### src/rtl/ns_seg_dac.sv
module ns_seg_dac #(
  parameter int IN_W     = 22,
  parameter int OUT_W    = 15,
  parameter int COARSE_W = 5
) (
  input  logic                       clk,
  input  logic                       rst_n,
  input  logic                       smp_vld,
  input  logic [IN_W-1:0]            smp_in,
  input  logic                       lat_stb,
  output logic                       dac_neg,
  output logic [(1<<COARSE_W)-1:0]   dac_therm,
  output logic [OUT_W-COARSE_W-2:0]  dac_fine
);
  localparam int SH     = IN_W - OUT_W;
  localparam int FINE_W = OUT_W - COARSE_W - 1;
  localparam int THERM_N = 1 << COARSE_W;

  logic [SH-1:0]    err_q;
  logic [OUT_W-1:0] word_q;
  logic [IN_W:0]    sum;
  logic             ovf;
  logic [OUT_W-1:0] word_d;
  logic [SH-1:0]    err_d;
  logic [THERM_N-1:0] therm_d;
  logic [COARSE_W-1:0] coarse;

  assign sum    = {smp_in[IN_W-1], smp_in} + {{(IN_W+1-SH){1'b0}}, err_q};
  assign ovf    = sum[IN_W] != sum[IN_W-1];
  assign word_d = ovf ? (sum[IN_W] ? {1'b1, {(OUT_W-1){1'b0}}} : {1'b0, {(OUT_W-1){1'b1}}})
                      : sum[IN_W-1:SH];
  assign err_d  = ovf ? '0 : sum[SH-1:0];
  assign coarse = word_q[OUT_W-2 -: COARSE_W];

  for (genvar i = 0; i < THERM_N; i++) begin : g_therm
    assign therm_d[i] = coarse > COARSE_W'(i);
  end

  always_ff @(posedge clk) begin
    if (!rst_n) begin
      err_q  <= '0;
      word_q <= '0;
    end else if (smp_vld) begin
      err_q  <= err_d;
      word_q <= word_d;
    end
  end

  always_ff @(posedge clk) begin
    if (!rst_n) begin
      dac_neg   <= 1'b0;
      dac_therm <= '0;
      dac_fine  <= '0;
    end else if (lat_stb) begin
      dac_neg   <= word_q[OUT_W-1];
      dac_therm <= therm_d;
      dac_fine  <= word_q[FINE_W-1:0];
    end
  end


  reset_clear_chk: assert property (@(posedge clk)
    !rst_n |=> (err_q == '0 && !dac_neg && dac_therm == '0 && dac_fine == '0));


  sat_pos_chk: assert property (@(posedge clk) disable iff (!rst_n)
    (smp_vld && smp_in == {1'b0, {(IN_W-1){1'b1}}} && err_q != '0)
      |=> (word_q == {1'b0, {(OUT_W-1){1'b1}}} && err_q == '0));


  hold_out_chk: assert property (@(posedge clk) disable iff (!rst_n)
    !lat_stb |=> $stable({dac_neg, dac_therm, dac_fine}));


  hold_word_chk: assert property (@(posedge clk) disable iff (!rst_n)
    !smp_vld |=> ($stable(word_q) && $stable(err_q)));


  therm_count_chk: assert property (@(posedge clk) disable iff (!rst_n)
    lat_stb |=> $countones(dac_therm) == int'($past(coarse)));


  therm_shape_chk: assert property (@(posedge clk) disable iff (!rst_n)
    ((dac_therm & (dac_therm + 1'b1)) == '0) && !dac_therm[THERM_N-1]);


  dir_chk: assert property (@(posedge clk) disable iff (!rst_n)
    lat_stb |=> dac_neg == $past(word_q[OUT_W-1]));
endmodule

### config.mk
export PLATFORM = sky130hd
export DESIGN_NAME = ns_seg_dac
export DESIGN_NICKNAME = d
export VERILOG_FILES = /design/src/rtl/ns_seg_dac.sv
export SDC_FILE = /design/constraint.sdc
export NUM_CORES = 1
export LEC_CHECK = 0
export BUFFER_PORTS_ARGS = -buffer_cell sky130_fd_sc_hd__buf_2
export CORE_MARGIN = 2
export CORE_UTILIZATION = 56
export CTS_BUF_LIST = sky130_fd_sc_hd__clkbuf_8
export DETAILED_ROUTE_END_ITERATION = 8
export GPL_ROUTABILITY_DRIVEN = 0
export PLACE_DENSITY = 0.8
export SYNTH_ARGS = -nofsm -noshare
export SYNTH_HDL_FRONTEND = slang
export SYNTH_SLANG_ARGS = --single-unit
### constraint.sdc
create_clock -name clk -period 2.9 [get_ports clk]
set_input_delay 0.29 -clock clk [delete_from_list [all_inputs] [get_ports clk]]
set_output_delay 0.29 -clock clk [all_outputs]
set_load 0.02 [all_outputs]
==> metrics.cfg <==
[run_status]
status = completed

[min_path]
hold_path_class = input pin to register
holdPathStages = 3
min_from = smp_in[12]
hold_path_end = word_q[5]

[setup_path]
critPathRequiredTime_ps = 3100
crit_cells = 9
cpMaxStageDelayCell = a21oi_1
crit_start = err_q[0]
r2r-start = err_q[0]
cp_cell_sequence = ha_1 -> inv_1 -> fa_1 -> nand2b_1 -> a21oi_1 -> o21ai_1 -> o21a_1 -> o21ai_0 -> a21oi_2
r2r_slack_ps = 310
arrival_ps = 2800
start_kind = register
path_buf_inv = 1
path_class = register to register
r2r-end = word_q[13]
r2r_cells = 9
critPathMaxStageDelay_ps = 430
crit_fanout = 8
cp_top_family = compound AO/OA/AOI/OAI gates
endpoint_kind = register

[logic_synthesis]
synth_ff_type = dfxtp_1
syn-cell-area_um2 = 3100
synthCells = 360
synth.mux.area_fraction_pct = 3.72
ys_seq_elements = 64
synth_adder_area_share_pct = 3.48
synthSimpleGateAreaFrac_pct = 18.9
ys_warn_count = 0
ys_types = 53
synth_top_family_by_area = compound AO/OA/AOI/OAI gates
yosysSeqAreaShare_pct = 41.4
synth_nets = 394
synth_compound_area_share_pct = 24.7
synth-xor-area-share_pct = 3.64
synth-edff-count = 0
avgSynthCellArea_um2 = 8.60
async_flop_share_pct = 0

[timing]
worstMarginPinSlew_ps = 679
whs_ps = 267
clock_skew_ps = 10.7
maxSlewViolCount = 0
period_share_pct = 89.4
max_slew_margin_pct = 54.6
setup_viol = 0
setup_tns_ps = 0
min_period_ps = 2590
rsz0062_at_grt = false
max_freq_ghz = 0.386
finalHoldViolations = 0

[floorplanning]
start_util_pct = 57.3
ios = 68
dieArea_um2 = 6140
die_width_um = 78.3
chipHeight_um = 78.3
row_count = 27
coreArea_um2 = 5410

[power]
seq_power_share_pct = 46.9
power.switching_uw = 592
p_int_mw = 1.48
ir_worst_vdd_v = 0.000344
p_sw_share_pct = 28.6
finalPower_mw = 2.07
pwr-share-clk_pct = 36.4
p_leak_nw = 1.57
powerDensity_nw_per_um2 = 568
combPwrFrac_pct = 16.7

[global_route]
grt_start_max_net_pins = 30
grt_pass1_vias = 2578
grt_usage_pct = 24.2
overflow = 0
antenna_found_initial = 0
grt_pass1_wl_um = 11700

[final_layout]
multiInputGateArea_um2 = 1680
nNetsFinal = 455
syn_to_final_growth_pct = 17.9
final_cell_count_no_fill = 498
layout-drive-gt1-share_pct = 25.8
seqCellArea_um2 = 1280
num-fill-cells = 489
antenna_cells = 0

[clocking]
clk_pin_slew_ps = 70
cts_tree = yes
root_buffer = clkbuf_8
numClockSinks = 64
htree_levels = 3
cts.repair.resized = 0
postCtsSetupRepairBufs = 0
hold_buffers = 0
cts_buffers = 9
clockBufferDepth = 2
clkLatencyLatePin_ps = 340

[routing]
drc_errors = 0
drt-wirelength-per-cell_um = 14.2
vias = 2801
antenna_left = 0
vias_per_cell = 5.62
wirelength_um = 7080
drtPass1Iterations = 5
initialDrtViolationCount = 181

[placed_design]
hpwl_um = 5020
port_buffers = 67
dp.cells = 482

[job]
maxCapViolCount = 0

power groups by stage:
stage	clock network (mW)	registers, mW	logic [mW]
2_1_floorplan	0	1.00	0.227
3_3_place_gp	0	0.989	0.336
3_5_place_dp	0	0.991	0.342
4_1_cts	0.765	0.971	0.345
5_1_grt	0.802	0.978	0.385
6_report	0.754	0.971	0.346
metrics by stage:
| stage | area [µm²] | setup slack (ps) | util (%) |
|---|---|---|---|
| finish | 3650 | 306 | 67.5 |
| global placement | 3450 | 368 | 63.8 |
| CTS | 3650 | 326 | 67.5 |
| global route | 3650 | 29.4 | 67.5 |
| detailed placement | 3450 | 330 | 63.8 |
| floorplan | 3100 | 618 | - |
registers in the layout (all words and copies together), names as in the netlist:
signal     flops
dac_fine       9
dac_neg        1
dac_therm     32
err_q          7
word_q        15
cell type report:
class,instances,area share [%]
multi-input cells,266,46.2
flip-flops and latches,64,35.1
well taps,72,2.47
inverters,10,1.03
repair buffers,70,9.81
clock buffers,10,3.77
clock inverters,6,1.65
worst max path at each step:
stage	to	slack, ps
final	word_q[13]	310
after global routing	word_q[5]	30
after CTS	word_q[13]	330
after detailed placement	word_q[13]	330
after global placement	word_q[13]	370
after floorplan	word_q[11]	620
synth_stat cells, types with 2 or more instances:
library cell,number,area [µm²]
a21o_1,3,22.5
a21oi_1,40,200
a21oi_2,10,87.6
a31oi_1,3,18.8
and2_1,3,18.8
and3_1,2,12.5
buf_2,2,10.0
buf_6,2,22.5
clkbuf_1,16,60.1
clkinv_1,2,7.51
dfxtp_1,64,1280
ha_1,7,87.6
inv_1,8,30.0
mux2i_1,10,100
nand2_1,34,128
nand2b_1,8,50.1
nand3_1,11,55.1
nand3b_1,2,15.0
nand4_1,8,50.1
nor2_1,28,105
nor3_1,7,35.0
nor3_2,2,20.0
o211ai_1,8,60.1
o211ai_2,2,25.0
o21a_1,5,37.5
o21ai_0,34,170
o21ai_1,3,15.0
o22ai_1,2,12.5
xnor2_1,6,52.6
xor2_1,5,43.8
worst reg2reg max path, stage by stage, from the launching register on:
cell	delay, ps
dfxtp_1	340
ha_1	210
inv_1	70
fa_1	380
nand2b_1	190
a21oi_1	430
o21ai_1	320
o21a_1	250
o21ai_0	200
a21oi_2	70
cells by family (layout without fill, tap and decap cells):
family | after synthesis | in the layout
buffers and inverters | 30 | 96
AND/OR/NAND/NOR | 114 | 114
AO/OA/AOI/OAI | 121 | 121
adder cells (fa/ha/maj) | 8 | 8
multiplexers | 11 | 11
XOR/XNOR | 12 | 12
flip-flops | 64 | 64
cell usage in the layout, fill, tap and decap left out, types with 5 or more instances in the layout:
master and instances:
a21oi_1 40, a21oi_2 10, buf_2 67, clkbuf_8 10, dfxtp_1 64, ha_1 7, inv_1 9, mux2i_1 10
nand2_1 34, nand2b_1 8, nand3_1 11, nand4_1 8, nor2_1 28, nor3_1 7, o211ai_1 8, o21a_1 5
o21ai_0 34, xnor2_1 6, xor2_1 5
layer usage:
metal / share of wire (%) / GRT usage (%)
met1: 43 / 30.1
met3: 7.4 / 6.55
met5: 0 / 0
met4: 1.2 / 8.42
met2: 49 / 40.4
Power figures use the tool's default switching activity.
